`src/rtl/uart_fc_pkg.sv`:
```
package uart_fc_pkg;

  typedef enum logic [1:0] {RX_IDLE, RX_START, RX_DATA, RX_STOP} rx_state_e;
  typedef enum logic [1:0] {TX_IDLE, TX_START, TX_DATA, TX_STOP} tx_state_e;

  // majority of three centre samples
  function automatic logic vote3(input logic [2:0] s);
    return (s[0] & s[1]) | (s[0] & s[2]) | (s[1] & s[2]);
  endfunction

  // the three samples do not all agree
  function automatic logic split3(input logic [2:0] s);
    return (s != 3'b000) && (s != 3'b111);
  endfunction

endpackage

```
`src/rtl/uart_rx_frame.sv`:
```
module uart_rx_frame import uart_fc_pkg::*; #(
  parameter int DATA_W  = 8,
  parameter int OS_RATE = 16
) (
  input  logic              clk,
  input  logic              rst_n,
  input  logic              os_tick,
  input  logic              rx_line,
  output logic              frame_done,
  output logic [DATA_W-1:0] frame_data,
  output logic              frame_bad_stop,
  output logic              frame_noisy
);
  localparam int CW = $clog2(OS_RATE);
  localparam int BW = (DATA_W > 1) ? $clog2(DATA_W) : 1;
  localparam logic [CW-1:0] FIRST_SMP = CW'(OS_RATE/2 - 1);
  localparam logic [CW-1:0] LAST_CNT  = CW'(OS_RATE - 1);
  localparam logic [CW-1:0] STOP_EVAL = CW'(OS_RATE/2 + 2);

  logic rx_m, rx_s, rx_q;
  rx_state_e st;
  logic [CW-1:0] cnt;
  logic [2:0] smp;
  logic [BW-1:0] idx;
  logic [DATA_W-1:0] sh;
  logic noisy;

  wire fall_seen = rx_q & ~rx_s;
  wire in_window = (cnt >= FIRST_SMP) && (cnt <= FIRST_SMP + CW'(2));
  wire bit_end   = os_tick && (cnt == LAST_CNT);
  wire bit_val   = vote3(smp);

  always_ff @(posedge clk or negedge rst_n) begin
    if (!rst_n) begin
      {rx_m, rx_s, rx_q} <= 3'b111;
      st <= RX_IDLE;
      cnt <= '0;
      smp <= '0;
      idx <= '0;
      sh <= '0;
      noisy <= 1'b0;
      frame_done <= 1'b0;
      frame_data <= '0;
      frame_bad_stop <= 1'b0;
      frame_noisy <= 1'b0;
    end else begin
      rx_m <= rx_line;
      rx_s <= rx_m;
      rx_q <= rx_s;
      frame_done <= 1'b0;
      if (st != RX_IDLE && os_tick) begin
        cnt <= (cnt == LAST_CNT) ? '0 : cnt + 1'b1;
        if (in_window) smp <= {smp[1:0], rx_s};
      end
      case (st)
        RX_IDLE: if (fall_seen) begin
          st <= RX_START;
          cnt <= '0;
          noisy <= 1'b0;
        end
        RX_START: if (bit_end) begin
          if (bit_val) st <= RX_IDLE;
          else begin
            st <= RX_DATA;
            idx <= '0;
            noisy <= split3(smp);
          end
        end
        RX_DATA: if (bit_end) begin
          sh <= {bit_val, sh[DATA_W-1:1]};
          noisy <= noisy | split3(smp);
          if (idx == BW'(DATA_W - 1)) st <= RX_STOP;
          else idx <= idx + 1'b1;
        end
        RX_STOP: if (os_tick && cnt == STOP_EVAL) begin
          st <= RX_IDLE;
          frame_done <= 1'b1;
          frame_data <= sh;
          frame_bad_stop <= ~bit_val;
          frame_noisy <= noisy | split3(smp);
        end
        default: st <= RX_IDLE;
      endcase
    end
  end
endmodule

```
`src/rtl/uart_rx_store.sv`:
```
module uart_rx_store #(
  parameter int DATA_W = 8,
  parameter int DEPTH  = 8
) (
  input  logic              clk,
  input  logic              rst_n,
  input  logic              fifo_mode,
  input  logic              push,
  input  logic [DATA_W-1:0] push_data,
  input  logic              pop,
  output logic [DATA_W-1:0] head,
  output logic              full,
  output logic              empty
);
  localparam int PW   = (DEPTH > 1) ? $clog2(DEPTH) : 1;
  localparam int CNTW = $clog2(DEPTH + 1);

  function automatic logic [CNTW-1:0] capacity(input logic fm);
    return fm ? CNTW'(DEPTH) : CNTW'(1);
  endfunction

  function automatic logic [PW-1:0] ptr_next(input logic [PW-1:0] p);
    return (p == PW'(DEPTH - 1)) ? '0 : p + 1'b1;
  endfunction

  logic [DATA_W-1:0] slot [DEPTH];
  logic [PW-1:0] wp, rp;
  logic [CNTW-1:0] cnt;

  assign full  = cnt >= capacity(fifo_mode);
  assign empty = (cnt == '0);
  assign head  = slot[rp];

  wire do_push = push & ~full;
  wire do_pop  = pop & ~empty;

  always_ff @(posedge clk or negedge rst_n) begin
    if (!rst_n) begin
      for (int i = 0; i < DEPTH; i++) slot[i] <= '0;
      wp <= '0;
      rp <= '0;
      cnt <= '0;
    end else begin
      if (do_push) begin
        slot[wp] <= push_data;
        wp <= ptr_next(wp);
      end
      if (do_pop) rp <= ptr_next(rp);
      case ({do_push, do_pop})
        2'b10: cnt <= cnt + 1'b1;
        2'b01: cnt <= cnt - 1'b1;
        default: cnt <= cnt;
      endcase
    end
  end

  // occupancy never exceeds the physical depth
  assert_depth_bound_R4: assert property (@(posedge clk) disable iff (!rst_n)
    cnt <= CNTW'(DEPTH));

  // popping a full store frees room in the next cycle
  assert_pop_frees_R4: assert property (@(posedge clk) disable iff (!rst_n)
    do_pop && full && !do_push |=> !full || (fifo_mode != $past(fifo_mode)));
endmodule

```
`src/rtl/uart_tx_frame.sv`:
```
module uart_tx_frame import uart_fc_pkg::*; #(
  parameter int DATA_W  = 8,
  parameter int OS_RATE = 16
) (
  input  logic              clk,
  input  logic              rst_n,
  input  logic              os_tick,
  input  logic              wr_en,
  input  logic [DATA_W-1:0] wr_data,
  input  logic              cts_gate_en,
  input  logic              cts_in,
  output logic              tx_line,
  output logic              tx_busy
);
  localparam int CW = $clog2(OS_RATE);
  localparam int BW = (DATA_W > 1) ? $clog2(DATA_W) : 1;
  localparam logic [CW-1:0] LAST_CNT = CW'(OS_RATE - 1);

  logic cts_m, cts_s;
  logic [DATA_W-1:0] hold;
  logic hold_v;
  tx_state_e st;
  logic [CW-1:0] cnt;
  logic [BW-1:0] idx;
  logic [DATA_W:0] sh;

  assign tx_line = sh[0];
  assign tx_busy = hold_v || (st != TX_IDLE);

  wire may_start = hold_v && (!cts_gate_en || !cts_s);
  wire bit_end   = os_tick && (cnt == LAST_CNT);

  always_ff @(posedge clk or negedge rst_n) begin
    if (!rst_n) begin
      {cts_m, cts_s} <= 2'b11;
      hold <= '0;
      hold_v <= 1'b0;
      st <= TX_IDLE;
      cnt <= '0;
      idx <= '0;
      sh <= '1;
    end else begin
      cts_m <= cts_in;
      cts_s <= cts_m;
      if (wr_en && !tx_busy) begin
        hold <= wr_data;
        hold_v <= 1'b1;
      end
      if (st != TX_IDLE && os_tick) cnt <= (cnt == LAST_CNT) ? '0 : cnt + 1'b1;
      case (st)
        TX_IDLE: if (may_start) begin
          st <= TX_START;
          sh <= {hold, 1'b0};
          hold_v <= 1'b0;
          cnt <= '0;
        end
        TX_START: if (bit_end) begin
          sh <= {1'b1, sh[DATA_W:1]};
          idx <= '0;
          st <= TX_DATA;
        end
        TX_DATA: if (bit_end) begin
          sh <= {1'b1, sh[DATA_W:1]};
          if (idx == BW'(DATA_W - 1)) st <= TX_STOP;
          else idx <= idx + 1'b1;
        end
        TX_STOP: if (bit_end) st <= TX_IDLE;
        default: st <= TX_IDLE;
      endcase
    end
  end

  // a high clear-to-send keeps an idle transmitter idle
  assert_cts_blocks_R9: assert property (@(posedge clk) disable iff (!rst_n)
    cts_gate_en && cts_s && st == TX_IDLE |=> st == TX_IDLE);

  // a started frame runs to its stop bit whatever the handshake does
  assert_frame_completes_R9: assert property (@(posedge clk) disable iff (!rst_n)
    st != TX_IDLE && !(st == TX_STOP && bit_end) |=> st != TX_IDLE);

  // the line rests high between frames
  assert_idle_high_R11: assert property (@(posedge clk) disable iff (!rst_n)
    st == TX_IDLE |-> tx_line);
endmodule

```
`src/rtl/uart_flow_port.sv`:
```
module uart_flow_port import uart_fc_pkg::*; #(
  parameter int DATA_W   = 8,
  parameter int OS_RATE  = 16,
  parameter int RX_DEPTH = 8
) (
  input  logic              clk,
  input  logic              rst_n,
  input  logic              os_tick,
  input  logic              rx_line,
  output logic              rts_out,
  input  logic              cts_in,
  output logic              tx_line,
  input  logic              ctl_rts_en,
  input  logic              ctl_cts_en,
  input  logic              ctl_fifo_mode,
  input  logic              ctl_err_irq_en,
  input  logic              rd_strobe,
  output logic [DATA_W-1:0] rd_data,
  output logic              rx_avail,
  output logic              rx_full,
  input  logic              wr_strobe,
  input  logic [DATA_W-1:0] wr_data,
  output logic              tx_busy,
  input  logic              err_clear,
  output logic              err_frame,
  output logic              err_noise,
  output logic              err_overrun,
  output logic              irq
);
  logic              frame_done;
  logic [DATA_W-1:0] frame_data;
  logic              frame_bad_stop;
  logic              frame_noisy;
  logic              rx_empty;

  uart_rx_frame #(.DATA_W(DATA_W), .OS_RATE(OS_RATE)) u_rx (
    .clk(clk), .rst_n(rst_n), .os_tick(os_tick), .rx_line(rx_line),
    .frame_done(frame_done), .frame_data(frame_data),
    .frame_bad_stop(frame_bad_stop), .frame_noisy(frame_noisy)
  );

  uart_rx_store #(.DATA_W(DATA_W), .DEPTH(RX_DEPTH)) u_store (
    .clk(clk), .rst_n(rst_n), .fifo_mode(ctl_fifo_mode),
    .push(frame_done), .push_data(frame_data), .pop(rd_strobe),
    .head(rd_data), .full(rx_full), .empty(rx_empty)
  );

  uart_tx_frame #(.DATA_W(DATA_W), .OS_RATE(OS_RATE)) u_tx (
    .clk(clk), .rst_n(rst_n), .os_tick(os_tick),
    .wr_en(wr_strobe), .wr_data(wr_data),
    .cts_gate_en(ctl_cts_en), .cts_in(cts_in),
    .tx_line(tx_line), .tx_busy(tx_busy)
  );

  wire overrun_evt = frame_done & rx_full;

  always_ff @(posedge clk or negedge rst_n) begin
    if (!rst_n) begin
      err_frame <= 1'b0;
      err_noise <= 1'b0;
      err_overrun <= 1'b0;
    end else begin
      err_frame   <= (err_frame & ~err_clear) | (frame_done & frame_bad_stop);
      err_noise   <= (err_noise & ~err_clear) | (frame_done & frame_noisy);
      err_overrun <= (err_overrun & ~err_clear) | overrun_evt;
    end
  end

  assign rx_avail = ~rx_empty;
  assign rts_out  = ctl_rts_en & rx_full;
  assign irq      = ctl_err_irq_en & (err_frame | err_noise | err_overrun);

  // overrun is only ever recorded for a byte that arrived into full storage
  assert_overrun_cause_R5: assert property (@(posedge clk) disable iff (!rst_n)
    $rose(err_overrun) |-> $past(frame_done) && $past(rx_full));

  // with the enable steady, the interrupt rises only after a byte has ended
  assert_irq_at_byte_end_R8: assert property (@(posedge clk) disable iff (!rst_n)
    $rose(irq) && $past(ctl_err_irq_en) |-> $past(frame_done));
endmodule

```
`config.mk`:
```
export PLATFORM = sky130hd
export DESIGN_NAME = uart_flow_port
export DESIGN_NICKNAME = d
export VERILOG_FILES = /design/src/rtl/uart_fc_pkg.sv /design/src/rtl/uart_rx_frame.sv /design/src/rtl/uart_rx_store.sv /design/src/rtl/uart_tx_frame.sv /design/src/rtl/uart_flow_port.sv
export SDC_FILE = /design/constraint.sdc
export NUM_CORES = 1
export LEC_CHECK = 0
export ABC_CLOCK_PERIOD_IN_PS = 7300
export BUFFER_PORTS_ARGS = -buffer_cell sky130_fd_sc_hd__buf_2
export CAP_MARGIN = 20
export CORE_MARGIN = 1.5
export CORE_UTILIZATION = 55
export CTS_CLUSTER_SIZE = 25
export DETAILED_ROUTE_END_ITERATION = 8
export PLACE_DENSITY = 0.78
export SYNTH_ARGS = -nofsm -noshare
export SYNTH_HDL_FRONTEND = slang
export SYNTH_SLANG_ARGS = --single-unit
```
`constraint.sdc`:
```
create_clock -name clk -period 7.3 [get_ports clk]
set_clock_uncertainty 0.15 [all_clocks]
set_input_delay 1.46 -clock clk [delete_from_list [all_inputs] [get_ports clk]]
set_output_delay 1.46 -clock clk [all_outputs]
set_load 0.05 [all_outputs]
```
# Word level (Yosys, flattened, before mapping)
# Index checks and enable logic that the tools add are counted.
[totals]
wordCells = 197
latchBits = 0
romBits = 0
regBits = 141
ramBits = 0
in_bits = 20
mem_count = 0
[classes]
addsub = 8
div_mod_pow = 0
bitwise = 29
eq_ne = 30
shifts = 0
n_lt_le_gt_ge = 6
n_reduce_logical = 36
n_mul = 0
n_mux = 53
[ops]
columns = ["operator", "n"]
rows = [
  ["bitwise mux 64 bit", 1],
  ["2-to-1 mux 4 bit", 9],
  ["2-to-1 mux 3 bit", 9],
  ["binary-select mux 8 bit (select 3 bit)", 1],
  ["demux 8 bit (select 3 bit)", 1],
  ["2-to-1 mux 8 bit", 3],
  ["2-to-1 mux 2 bit", 11],
  ["!= test 2 x 1 -> 1 bit, second input constant", 11],
  ["AND reduction 5 bit", 4],
  ["2-to-1 mux 9 bit", 2],
  ["one-hot mux 9 bit (2 select lines)", 1],
  ["one-hot mux 2 bit (4 select lines)", 2],
  ["AND 1 bit", 14],
  ["adder 3 x 1 -> 3 bit, second input constant", 4],
  ["adder 4 x 1 -> 4 bit, second input constant", 3],
  ["equality test 3 bit, second input constant", 4],
  ["equality test 4 bit, second input constant", 3],
  ["one-hot mux 3 bit (2 select lines)", 2],
  ["nonzero test 2 bit", 6],
  ["equality test 2 bit, second input constant", 5],
  ["logical AND 1 bit", 10],
  ["2-to-1 mux 1 bit", 9],
  [">= comparator 4 bit, second input constant", 2],
  ["NOT 3 -> 4 bit", 2],
  ["21 further kinds", 43],
]

# Longest topological paths before layout
[logic_depth]
word_depth = 7
ltp_mapped = 12
ltp_nobuf = 11

# By module
# A second synthesis with hierarchy kept.
[unflattened]
hier_cells = 533
area_unflattened_um2 = 7001.7
[by_module_without_submodules]
columns = ["mod", "instances", "area_each_um2", "cells_per_inst"]
rows = [
  ["uart_rx_store", 1, 3666.0, 238],
  ["uart_rx_frame", 1, 1715.4, 145],
  ["uart_tx_frame", 1, 1488.9, 135],
  ["uart_flow_port", 1, 131.4, 15],
]

# Worst setup path after synthesis
# Ideal clock, no wire load.
[synth_path]
path_type = "input-to-output"
start = "in ctl_fifo_mode"
end = "out rts_out"
stages = 5
t_arrival_ps = 3038
path_buffers = 0
required_time_ps = 5690
setup_slack_ps = 2652
path_cell_list = "inv_1 > ha_1 > or4b_1 > a21o_1 > and2_1"
[synth_between]
elab_chain_len = 3
[synth_lines]
columns = ["item", "line_no", "rtl"]
rows = [
  ["start, declared", "uart_flow_port.sv:15", "input logic ctl_fifo_mode,"],
  ["2-to-1 mux 4 bit", "uart_rx_store.sv:19", "return fm ? CNTW'(DEPTH) : CNTW'(1);"],
  [">= comparator 4 bit", "uart_rx_store.sv:30", "assign full = cnt >= capacity(fifo_mode);"],
  ["net rx_full", "uart_flow_port.sv:20", "output logic rx_full,"],
  ["AND 1 bit", "uart_flow_port.sv:70", "assign rts_out = ctl_rts_en & rx_full;"],
  ["end, declared", "uart_flow_port.sv:10", "output logic rts_out,"],
]
# The timed path passes the listed nets, and every way through them passes these cells.

# Final worst setup path
[layout_path]
start = "in ctl_fifo_mode"
end = "out rts_out"
[layout_between]
elab_chain_len = 3
[layout_lines]
columns = ["item", "line_no"]
rows = [
  ["2-to-1 mux 4 bit", "uart_rx_store.sv:19"],
  [">= comparator 4 bit", "uart_rx_store.sv:30"],
  ["AND 1 bit", "uart_flow_port.sv:70"],
]
# No other way between the ends.

==> run summary <==
area grow syn2layout: 15.0%
Min Hold Slack: 0.208 ns
initial antenna violation count: 0
final setup fails: 0
1st-pass router iterations: 5
GR Util All Layers: 20.7%
I/O Buffers: 36
crit-path leading delay family: simple AND/OR/NAND/NOR gates
most used cell, CP: buf_2
critical path endpoint category: primary output
vias after detailed routing: 3954
clock sinks: 141
hold buffer count at cts: 0
WL per Instance: 17.5 microns
status: finished clean
EDFF count, synth: 0
Diodes inserted: 0
Yosys reg bits: 141
dpl hpwl: 7.84 mm
cts bufs inserted: 17
grt ovf: 0
Tcrit/Tclk final: 62.5%
Iteration-0 DRC Markers: 133
Worst-path clk slew: 0.05 ns
CTS Buffer Depth: 2
final core occ: 64.3%
Worst path max stage delay: 0.49 ns
critical path class: in -> out
total die area: 12800 sq um
die width: 113 microns
Post-Syn Area: 6660 sq um
cts repair resizes: 0
drt via density: 5.70
Root Driver: clkbuf_16
part of the Yosys area used for sequential elements: 53.2%
nets@finish: 580
worst path cell trace: buf_2 -> inv_1 -> ha_1 -> or4b_1 -> a21o_1 -> and2_1 -> buf_2
syn_nets: 537
power per cell area: 354 nW/um^2
Hold Violations, Final: 0
Antenna Nets Post-Route: 0
I/O pin count: 37
Total Wirelength: 12.2 mm
max frequency: 219 MHz
Static Leakage: 0.00369 uW
CP Buf/Inv Count: 3
Core Footprint: 11900 sq um
CTS tree: built
Slew @ Worst Pin: 1.06 ns
Sw Ratio: 31.3%
residual DRC count: 0
Initial Util: 55.9%
Worst Hold Class: reg -> reg
CP Launch Type: primary input
Synth Instances: 491
Clk Latency, worst-skew pair: 0.41 ns
placed inst area: 6990 sq um
dpl cells: 661
number of core rows: 40
slowest cell on the critical path: or4b_1
Final min period: 4.56 ns
first-pass GRT wire length: 20.2 mm
Final Non-Filler Cells: 694
Max Transition Viols Final: 0
routability congestion estimate: 0.802
WP data arrival: 2.95 ns
Clk network pwr share: 34.0%
number of setup buffers added after CTS: 0
vias in the first global route: 4206
internal power: 1860 uW
P_sw: 851 uW
final instance area: 7660 sq um
Post-synth ARST share: 100%
H-tree Lvls: 4
share of cells above drive strength 1: 39.7%
Gate power share: 26.3%
RSZ-0062 raised after global routing: no
sequential share of power: 39.7%
largest net degree at the start of global routing: 83
Die H: 113 microns
Distinct cells, synth: 51
maxcap violations: 0
CP required: 5.69 ns
synth warn: 0
Post-synth top flop: dfrtp_1
synthesized area per cell: 13.6 sq um
Rel. slew slack: 28.7%
peak supply drop: 0.271 mV
Setup TNS: 0 ns
crit path max fanout: 4
power groups by stage:
stage / registers, uW / clock network (uW) / logic (uW)
after floorplan: 1030 / 0 / 598
after global placement: 1080 / 0 / 676
after detailed placement: 1090 / 0 / 719
after CTS: 1080 / 940 / 722
after global routing: 1100 / 972 / 805
final: 1080 / 923 / 713
final timing paths:
path,from,endpoint,slack [ns],depth (start not counted)
max,ctl_fifo_mode,rts_out,2.74,7
min,u_rx.rx_m,u_rx.rx_s,0.21,0
max reg2reg,u_store.cnt[0],u_store.cnt[2],3.93,11
min reg2reg,u_rx.rx_m,u_rx.rx_s,0.21,0
max in group asynchronous,rst_n,u_tx.sh[5],5.02,3
min in group asynchronous,rst_n,u_store.slot[20],0.85,1
metrics by stage:
stage / setup slack, ns / total power (uW)
floorplan: 2.65 / 1630
global placement: 2.77 / 1760
detailed placement: 2.75 / 1810
CTS: 2.74 / 2740
global route: 2.65 / 2870
finish: 2.74 / 2710
routing by layer:
metal	up-vias	part of all wire (%)	global-route usage [%]
met4	0	1.8	8.25
met2	66	52	35.6
met5	-	0	0
li1	1858	-	-
met1	2012	42	24.4
met3	18	3.7	6.00
flip-flops by register name, indices dropped and copies added, names as in the netlist, 2 cells and up, named ones only:
signal,count
u_store.slot,64
u_tx.sh,9
u_rx.frame_data,8
u_rx.sh,8
u_tx.hold,8
u_rx.cnt,4
u_store.cnt,4
u_tx.cnt,4
u_rx.idx,3
u_rx.smp,3
u_store.rp,3
u_store.wp,3
u_tx.idx,3
u_tx.st,2
cells in the mapped netlist, drive strengths merged, types with 2 or more instances:
| library cell | n | area share [%] |
|---|---|---|
| dfrtp | 127 | 48 |
| mux2 | 106 | 18 |
| nor2 | 28 | 1.6 |
| ha | 26 | 4.9 |
| inv | 20 | 1.1 |
| nand2 | 18 | 1.0 |
| a21oi | 16 | 1.2 |
| mux4 | 16 | 5.4 |
| mux2i | 15 | 2.3 |
| dfstp | 14 | 5.5 |
| clkbuf | 13 | 0.73 |
| o21ai | 13 | 0.98 |
| nor3 | 8 | 0.85 |
| xor2 | 7 | 0.92 |
| nand2b | 6 | 0.56 |
| nand3 | 6 | 0.45 |
| nand4 | 6 | 0.56 |
| a21o | 4 | 0.45 |
| buf | 4 | 0.36 |
| nor2b | 3 | 0.28 |
| nor4b | 3 | 1.1 |
| o211ai | 3 | 0.34 |
| a211o | 2 | 0.26 |
| a22o | 2 | 0.26 |
| a22oi | 2 | 0.23 |
| nand3b | 2 | 0.23 |
| o2bb2ai | 2 | 0.26 |
| xnor2 | 2 | 0.26 |
placed cells by master (no fill, tap or decap), types with 2 or more instances in the layout:
| cell type | count |
|---|---|
| dfrtp_1 | 127 |
| mux2_2 | 105 |
| inv_1 | 20 |
| nand4_1 | 6 |
| nor4b_4 | 3 |
| xnor2_1 | 2 |
| dfstp_2 | 14 |
| clkinv_4 | 2 |
| o21ai_0 | 13 |
| a21oi_1 | 16 |
| buf_2 | 35 |
| clkbuf_16 | 17 |
| nor2b_1 | 3 |
| bufinv_16 | 4 |
| nand3_1 | 6 |
| o2bb2ai_1 | 2 |
| buf_4 | 4 |
| xor2_1 | 7 |
| nand2_1 | 18 |
| a21o_1 | 4 |
| nand2b_1 | 6 |
| nor2_1 | 27 |
| nor3_1 | 6 |
| o211ai_1 | 3 |
| a22oi_1 | 2 |
| clkinv_2 | 3 |
| clkbuf_8 | 4 |
| a211o_1 | 2 |
| mux4_2 | 16 |
| mux2i_1 | 15 |
| ha_1 | 26 |
| a22o_1 | 2 |
| nand3b_1 | 2 |
cell families (layout without fill, tap and decap cells):
logic type,count (synthesis),in the layout,share of synthesized area [%]
AO/OA/AOI/OAI,50,50,4.71
XOR/XNOR,9,9,1.18
adder cells (fa/ha/maj),27,27,5.03
buffers and inverters,37,93,2.22
flip-flops,141,141,53.2
multiplexers,137,137,25.6
AND/OR/NAND/NOR,90,90,8.04
final cells by class:
class                   instances  area (sq um)
fillers                       875          4250
flip-flops and latches        141          3550
multi-input cells             313          2970
clock buffers                  22           484
repair buffers                 41           244
well taps                     147           184
clock inverters                10           160
inverters                      20          75.1
worst reg2reg max path: cells and delay by family, from the launching register on:
| family | cells | cell delay (ns) |
|---|---|---|
| buffers and inverters | 1 | 0.08 |
| flip-flops | 1 | 0.45 |
| adder cells (fa/ha/maj) | 3 | 0.83 |
| AND/OR/NAND/NOR | 2 | 0.55 |
| AO/OA/AOI/OAI | 2 | 0.74 |
| XOR/XNOR | 3 | 0.47 |
Power figures use the tool's default switching activity.
